$ cat config.mk
export PLATFORM = sky130hd
export DESIGN_NAME = panel_power_seq
export DESIGN_NICKNAME = d
export VERILOG_FILES = /design/src/rtl/pps_pkg.sv /design/src/rtl/pps_tick_timer.sv /design/src/rtl/pps_rail_map.sv /design/src/rtl/pps_step_ctrl.sv /design/src/rtl/panel_power_seq.sv
export SDC_FILE = /design/constraint.sdc
export NUM_CORES = 1
export LEC_CHECK = 0
export BUFFER_PORTS_ARGS = -buffer_cell sky130_fd_sc_hd__buf_2
export CORE_UTILIZATION = 52
export DETAILED_ROUTE_END_ITERATION = 10
export PLACE_DENSITY_LB_ADDON = 0.08
export REMOVE_ABC_BUFFERS = 1
export SYNTH_ARGS = -nofsm -noshare
export SYNTH_HDL_FRONTEND = slang
export SYNTH_SLANG_ARGS = --single-unit
export TNS_END_PERCENT = 30
$ cat constraint.sdc
create_clock -name clk -period 3.2 [get_ports clk]
set_clock_uncertainty 0.2 [all_clocks]
set_input_delay 0 -clock clk [delete_from_list [all_inputs] [get_ports clk]]
set_output_delay 0 -clock clk [all_outputs]
set_load 0.005 [all_outputs]
$ cat src/rtl/pps_pkg.sv
package pps_pkg;
  localparam int LVL_W = 3;
  typedef logic [LVL_W-1:0] lvl_t;

  typedef enum logic {PROF_STD = 1'b0, PROF_LEG = 1'b1} prof_e;
  typedef enum logic {DIR_DN = 1'b0, DIR_UP = 1'b1} dir_e;

  localparam lvl_t STD_TOP = 3'd5;
  localparam lvl_t LEG_TOP = 3'd3;
  localparam logic [1:0] REQ_ON  = 2'b00;
  localparam logic [1:0] PAD_ON  = 2'b11;
  localparam logic [1:0] PAD_OFF = 2'b00;

  typedef struct packed {
    logic bl;
    logic vee;
    logic data;
    logic vdd;
    logic disp;
  } rails_t;

  function automatic int imax(int a, int b);
    return (a > b) ? a : b;
  endfunction

  function automatic lvl_t top_level(prof_e p);
    return (p == PROF_LEG) ? LEG_TOP : STD_TOP;
  endfunction

  // Rail level -> enable pattern; each profile stacks its rails in order.
  function automatic rails_t rails_for(prof_e p, lvl_t l);
    rails_t r;
    if (p == PROF_STD) begin
      r.disp = (l >= 3'd1);
      r.vdd  = (l >= 3'd2);
      r.data = (l >= 3'd3);
      r.vee  = (l >= 3'd4);
      r.bl   = (l >= 3'd5);
    end else begin
      r.disp = 1'b0;
      r.vdd  = (l >= 3'd1);
      r.data = (l >= 3'd2);
      r.vee  = (l >= 3'd3);
      r.bl   = (l >= 3'd3);
    end
    return r;
  endfunction
endpackage

$ cat src/rtl/pps_tick_timer.sv
module pps_tick_timer #(
  parameter int CNT_W = 4
) (
  input  logic             clk,
  input  logic             rst_n,
  input  logic             clear,
  input  logic             tick,
  input  logic [CNT_W-1:0] limit,
  output logic             expired
);
  logic [CNT_W-1:0] cnt_q;

  assign expired = (cnt_q >= limit);

  always_ff @(posedge clk or negedge rst_n) begin
    if (!rst_n)                 cnt_q <= '0;
    else if (clear)             cnt_q <= '0;
    else if (tick && !expired)  cnt_q <= cnt_q + 1'b1;
  end
endmodule

$ cat src/rtl/pps_rail_map.sv
module pps_rail_map
  import pps_pkg::*;
(
  input  prof_e  prof,
  input  lvl_t   lvl,
  output rails_t rails
);
  assign rails = rails_for(prof, lvl);
endmodule

$ cat src/rtl/pps_step_ctrl.sv
module pps_step_ctrl
  import pps_pkg::*;
#(
  parameter int CNT_W      = 9,
  parameter int STD_T_VDD  = 200,
  parameter int STD_T_DATA = 25,
  parameter int STD_T_VEE  = 0,
  parameter int STD_T_BL   = 25,
  parameter int LEG_T_VDD  = 25,
  parameter int LEG_T_DATA = 510,
  parameter int LEG_T_VEE  = 1
) (
  input  logic             clk,
  input  logic             rst_n,
  input  logic             want_on,
  input  logic             prof_sel,
  input  logic             expired,
  output lvl_t             lvl_q,
  output prof_e            prof_q,
  output logic             active_q,
  output logic             done_q,
  output logic [1:0]       pad_q,
  output logic             step_fire,
  output logic             timer_clr,
  output logic [CNT_W-1:0] limit
);
  dir_e  dir_q;
  prof_e prof_eff;
  lvl_t  lvl_nx;
  logic  start_up, start_dn, at_end;

  // Wait (in ticks) before the next step from level l in direction d.
  function automatic logic [CNT_W-1:0] step_delay(prof_e p, dir_e d, lvl_t l);
    int v;
    v = 0;
    if (p == PROF_STD) begin
      if (d == DIR_UP) begin
        case (l)
          3'd1:    v = STD_T_VDD;
          3'd2:    v = STD_T_DATA;
          3'd3:    v = STD_T_VEE;
          3'd4:    v = STD_T_BL;
          default: v = 0;
        endcase
      end else begin
        case (l)
          3'd4:    v = STD_T_BL;
          3'd3:    v = STD_T_VEE;
          3'd2:    v = STD_T_DATA;
          default: v = 0;
        endcase
      end
    end else begin
      if (d == DIR_UP) begin
        case (l)
          3'd0:    v = LEG_T_VDD;
          3'd1:    v = LEG_T_DATA;
          3'd2:    v = LEG_T_VEE;
          default: v = 0;
        endcase
      end else begin
        case (l)
          3'd3:    v = LEG_T_VEE;
          3'd2:    v = LEG_T_DATA;
          3'd1:    v = LEG_T_VDD;
          default: v = 0;
        endcase
      end
    end
    return v[CNT_W-1:0];
  endfunction

  assign prof_eff  = (lvl_q == '0) ? prof_e'(prof_sel) : prof_q;
  assign start_up  = !active_q && want_on && (lvl_q < top_level(prof_eff));
  assign start_dn  = !active_q && !want_on && (lvl_q != '0);
  assign step_fire = active_q && expired;
  assign lvl_nx    = (dir_q == DIR_UP) ? lvl_q + 3'd1 : lvl_q - 3'd1;
  assign at_end    = (dir_q == DIR_UP) ? (lvl_nx == top_level(prof_q)) : (lvl_nx == '0);
  assign timer_clr = !active_q || step_fire;
  assign limit     = step_delay(prof_q, dir_q, lvl_q);

  always_ff @(posedge clk or negedge rst_n) begin
    if (!rst_n) begin
      active_q <= 1'b0;
      dir_q    <= DIR_DN;
      lvl_q    <= '0;
      prof_q   <= PROF_STD;
      done_q   <= 1'b1;
      pad_q    <= PAD_OFF;
    end else begin
      done_q <= 1'b0;
      if (done_q) pad_q <= (dir_q == DIR_UP) ? PAD_ON : PAD_OFF;
      if (start_up) begin
        active_q <= 1'b1;
        dir_q    <= DIR_UP;
        prof_q   <= prof_eff;
      end else if (start_dn) begin
        active_q <= 1'b1;
        dir_q    <= DIR_DN;
      end else if (step_fire) begin
        lvl_q <= lvl_nx;
        if (at_end) begin
          active_q <= 1'b0;
          done_q   <= 1'b1;
        end else if ((want_on ? DIR_UP : DIR_DN) != dir_q) begin
          dir_q <= want_on ? DIR_UP : DIR_DN;
        end
      end
    end
  end
endmodule

$ cat src/rtl/panel_power_seq.sv
module panel_power_seq
  import pps_pkg::*;
#(
  parameter int STD_T_VDD  = 200,
  parameter int STD_T_DATA = 25,
  parameter int STD_T_VEE  = 0,
  parameter int STD_T_BL   = 25,
  parameter int LEG_T_VDD  = 25,
  parameter int LEG_T_DATA = 510,
  parameter int LEG_T_VEE  = 1
) (
  input  logic       clk,
  input  logic       rst_n,
  input  logic [1:0] req_mode,
  input  logic       legacy_sel,
  input  logic       ms_tick,
  output logic       disp_en,
  output logic       vdd_en,
  output logic       data_en,
  output logic       vee_en,
  output logic       bl_en,
  output logic [1:0] pad_drive,
  output logic       busy,
  output logic       done
);
  localparam int DLY_MAX = imax(1, imax(imax(imax(STD_T_VDD, STD_T_DATA), imax(STD_T_VEE, STD_T_BL)),
                                         imax(imax(LEG_T_VDD, LEG_T_DATA), LEG_T_VEE)));
  localparam int CNT_W   = $clog2(DLY_MAX + 1);

  lvl_t             lvl_q;
  prof_e            prof_q;
  logic             active_q, done_q, step_fire, timer_clr, expired;
  logic [1:0]       pad_q;
  logic [CNT_W-1:0] limit;
  rails_t           rails;
  logic             want_on;

  assign want_on = (req_mode == REQ_ON);

  pps_tick_timer #(.CNT_W(CNT_W)) u_timer (
    .clk(clk), .rst_n(rst_n), .clear(timer_clr), .tick(ms_tick),
    .limit(limit), .expired(expired)
  );

  pps_step_ctrl #(
    .CNT_W(CNT_W),
    .STD_T_VDD(STD_T_VDD), .STD_T_DATA(STD_T_DATA), .STD_T_VEE(STD_T_VEE), .STD_T_BL(STD_T_BL),
    .LEG_T_VDD(LEG_T_VDD), .LEG_T_DATA(LEG_T_DATA), .LEG_T_VEE(LEG_T_VEE)
  ) u_ctrl (
    .clk(clk), .rst_n(rst_n), .want_on(want_on), .prof_sel(legacy_sel),
    .expired(expired), .lvl_q(lvl_q), .prof_q(prof_q), .active_q(active_q),
    .done_q(done_q), .pad_q(pad_q), .step_fire(step_fire),
    .timer_clr(timer_clr), .limit(limit)
  );

  pps_rail_map u_map (.prof(prof_q), .lvl(lvl_q), .rails(rails));

  assign disp_en   = rails.disp;
  assign vdd_en    = rails.vdd;
  assign data_en   = rails.data;
  assign vee_en    = rails.vee;
  assign bl_en     = rails.bl;
  assign pad_drive = pad_q;
  assign busy      = active_q;
  assign done      = done_q;
endmodule

==> flow_metrics.tcl <==
set metrics [dict create \
    ys_warn_count 0 \
    route.detailed.drc 0 \
    yosysTopAreaCell "dfrtp_1" \
    first_pass_iters 4 \
    num_io_pins 15 \
    layout.nets 199 \
    grt_max_degree 17 \
    peakVddDrop_mv 0.908 \
    synthFlopType "dfrtp_1" \
    antenna_found_initial 0 \
    hpwlAfterDp_um 2060 \
    hold_path.class "reg2reg" \
    synth_seq_cells 17 \
    grt_pass1_wl_um 4770 \
    drt_wl_total_um 2940 \
    period_share_pct 94.8 \
    drt_iter0_drc 27 \
    min_period_ns 3.03 \
    ys_top_cells_by_area "dfrtp_1 (30%), ha_1 (17%), xor2_1 (5.8%), a21oi_1 (4.5%), nor2_1 (4.5%)" \
    powerDensity_nw_per_um2 1070 \
    finalSetupViolCount 0 \
    grt_pass1_vias 1074 \
    netlist_area_um2 1350 \
    numCtsBuffers 3 \
    ant_nets 0 \
    status "completed" \
    dieWidth_um 52.9 \
    track_usage_pct 23.6 \
    ctsHtreeMaxLevel 1 \
    drive_above_1_share_pct 23.0 \
    synth_cell_type_count 38 \
    clk_pin_slew_ns 0.12 \
    fp.dieH_um 52.9 \
    fmax_mhz 330 \
    vias 1143 \
    crit_arrival_ns 3.04 \
    cp_data_required_time_ns 3.20 \
    start_util_pct 54.9 \
    synth_edf_count 0 \
    gp_congestion 0.860 \
    cp_max_fo 5 \
    viasPerCell 5.60 \
    path_class "reg2reg" \
    die-area_um2 2800 \
    grt-ovfl-total 0 \
    synthArstFlopShare_pct 100 \
    portBuffers 14 \
    worst_hold_slack_ns 0.346 \
    slew-limit-headroom_pct 50.0 \
    ys_seq_area_share_pct 31.7 \
    clock_tree.root_cell "clkbuf_4" \
    worstSkewPairLatency_ns 0.31 \
    insertedDiodeCount 0 \
    rsz0062_at_grt "no" \
    clk_path_buf_depth 2 \
    tritoncts "done" \
    yosysTopAreaCellShare_pct 29.7 \
    synth.avg_cell_area_um2 9.17 \
    tns_ns 0 \
    finalHoldViolCount 0 \
    leakagePower_uw 0.000810 \
    drv_cap 0 \
    syn_inst 147 \
    clock_sinks 17 \
    core_um2 2450 \
    synthToLayoutAreaGrowth_pct 19.5 \
    slew_violations 0 \
    cp-start-kind "flop" \
    critPathCaptureType "flop" \
    core.rowCount 18 \
    routedWlPerCell_um 14.4 \
    max_slew.worst_pin.slew_ns 0.748 \
]
path summary, 6_finish.rpt:
path,from,end,slack (ns),cells past startpoint
worst min-delay path,u_ctrl.pad_q[0],u_ctrl.pad_q[0],0.35,1
worst min register to register,u_ctrl.pad_q[0],u_ctrl.pad_q[0],0.35,1
worst max-delay path,u_ctrl.lvl_q[1],u_ctrl.lvl_q[2],0.17,11
min in group asynchronous,rst_n,u_ctrl.done_q,0.51,3
max in group asynchronous,rst_n,u_ctrl.lvl_q[0],1.08,4
worst max register to register,u_ctrl.lvl_q[1],u_ctrl.lvl_q[2],0.17,11
power breakdown:
part / switching [µW] / total, µW / leakage (µW) / internal (µW)
Combinational: 640 / 1210 / 0.000582 / 571
Sequential: 88.6 / 379 / 0.000214 / 290
Clock: 83.0 / 131 / 0.0000139 / 47.6
Total: 812 / 1720 / 0.000810 / 909
timing repair:
item / 4_1_cts / 5_1_grt
endpoints found under the hold margin: 24 / 0
pin swaps: 0 / 1
setup endpoints to repair: 1 / 11
hold buffers: 7 / 0
resized for setup: 1 / 4
buffers inserted: 0 / 1
cells in the mapped netlist (2+ instances only):
cell      count
a21o_1        2
a21oi_1      12
a31oi_1       2
and3_1        4
buf_2         2
clkbuf_1      3
dfrtp_1      16
ha_1         18
inv_1         7
mux2i_1       2
nand2_1      13
nand3_1       3
nand4_1       4
nor2_1       16
nor2b_1       2
nor3_1        2
o211a_1       2
o21ai_0       5
o31a_1        2
o31ai_1       2
or3_1         2
xnor2_1       2
xor2_1        9
layer usage:
layer	track usage, %	vias up	routed length [µm]
li1	-	576	-
met1	33.1	546	1520
met2	36.9	19	1320
met3	4.31	2	77
met4	6.14	0	14
met5	0	-	0
kinds of logic after synthesis:
| family | after synthesis | synth area share (%) |
|---|---|---|
| multiplexers | 4 | 3.44 |
| XOR/XNOR | 11 | 7.15 |
| adder cells (fa/ha/maj) | 18 | 16.7 |
| AND/OR/NAND/NOR | 50 | 18.7 |
| flip-flops | 17 | 31.7 |
| buffers and inverters | 13 | 4.09 |
| AO/OA/AOI/OAI | 34 | 18.3 |
layout by cell type, fill, tap and decap left out, types with 3 or more instances in the layout:
cell type	synthesis	final
nand3_1	3	3
nand2_1	13	13
buf_4	1	8
inv_1	7	6
ha_1	18	17
or3_4	1	3
dlygate4sd3_1	0	7
o21ai_0	5	5
buf_2	2	14
nand4_1	4	4
nor2_1	16	16
a21oi_1	12	12
and3_1	4	4
xor2_1	9	9
clkbuf_4	0	3
dfrtp_1	16	15
final cells by class:
cell class	count	area [µm²]
clock buffers	3	22.5
multi-input cells	117	888
well taps	30	37.5
clock inverters	1	7.51
flip-flops and latches	17	428
fillers	202	845
inverters	7	26.3
repair buffers	29	200
sequential cells by signal, indices dropped and copies added (netlist names):
signal,count
u_ctrl.active_q,1
u_ctrl.prof_q,1
u_ctrl.lvl_q,3
u_ctrl.pad_q,1
u_ctrl.done_q,1
u_ctrl.dir_q,1
u_timer.cnt_q,9
worst max-delay path, stage by stage, from the launching register on:
cell      delay (ns)
dfrtp_1         0.45
inv_1           0.08
buf_4           0.15
ha_1            0.21
o211a_1         0.24
o31a_1          0.23
ha_1            0.26
nand2b_1        0.11
a41oi_1         0.14
nor3b_2         0.39
o21ai_4         0.14
mux2_4          0.31
stage by stage:
| stage | util (%) | area [µm²] | total power [µW] | setup WS (ns) | std cells |
|---|---|---|---|---|---|
| after global routing | 65.6 | 1610 | 1880 | 0.0369 | 204 |
| after floorplan | - | 1320 | 1180 | 0.165 | 141 |
| after global placement | 60.2 | 1480 | 1470 | 0.147 | 192 |
| after detailed placement | 60.2 | 1480 | 1510 | 0.0503 | 192 |
| final | 65.6 | 1610 | 1720 | 0.165 | 204 |
| after CTS | 64.5 | 1580 | 1670 | 0.0376 | 203 |
No activity file was read; power rests on OpenSTA's default activity.
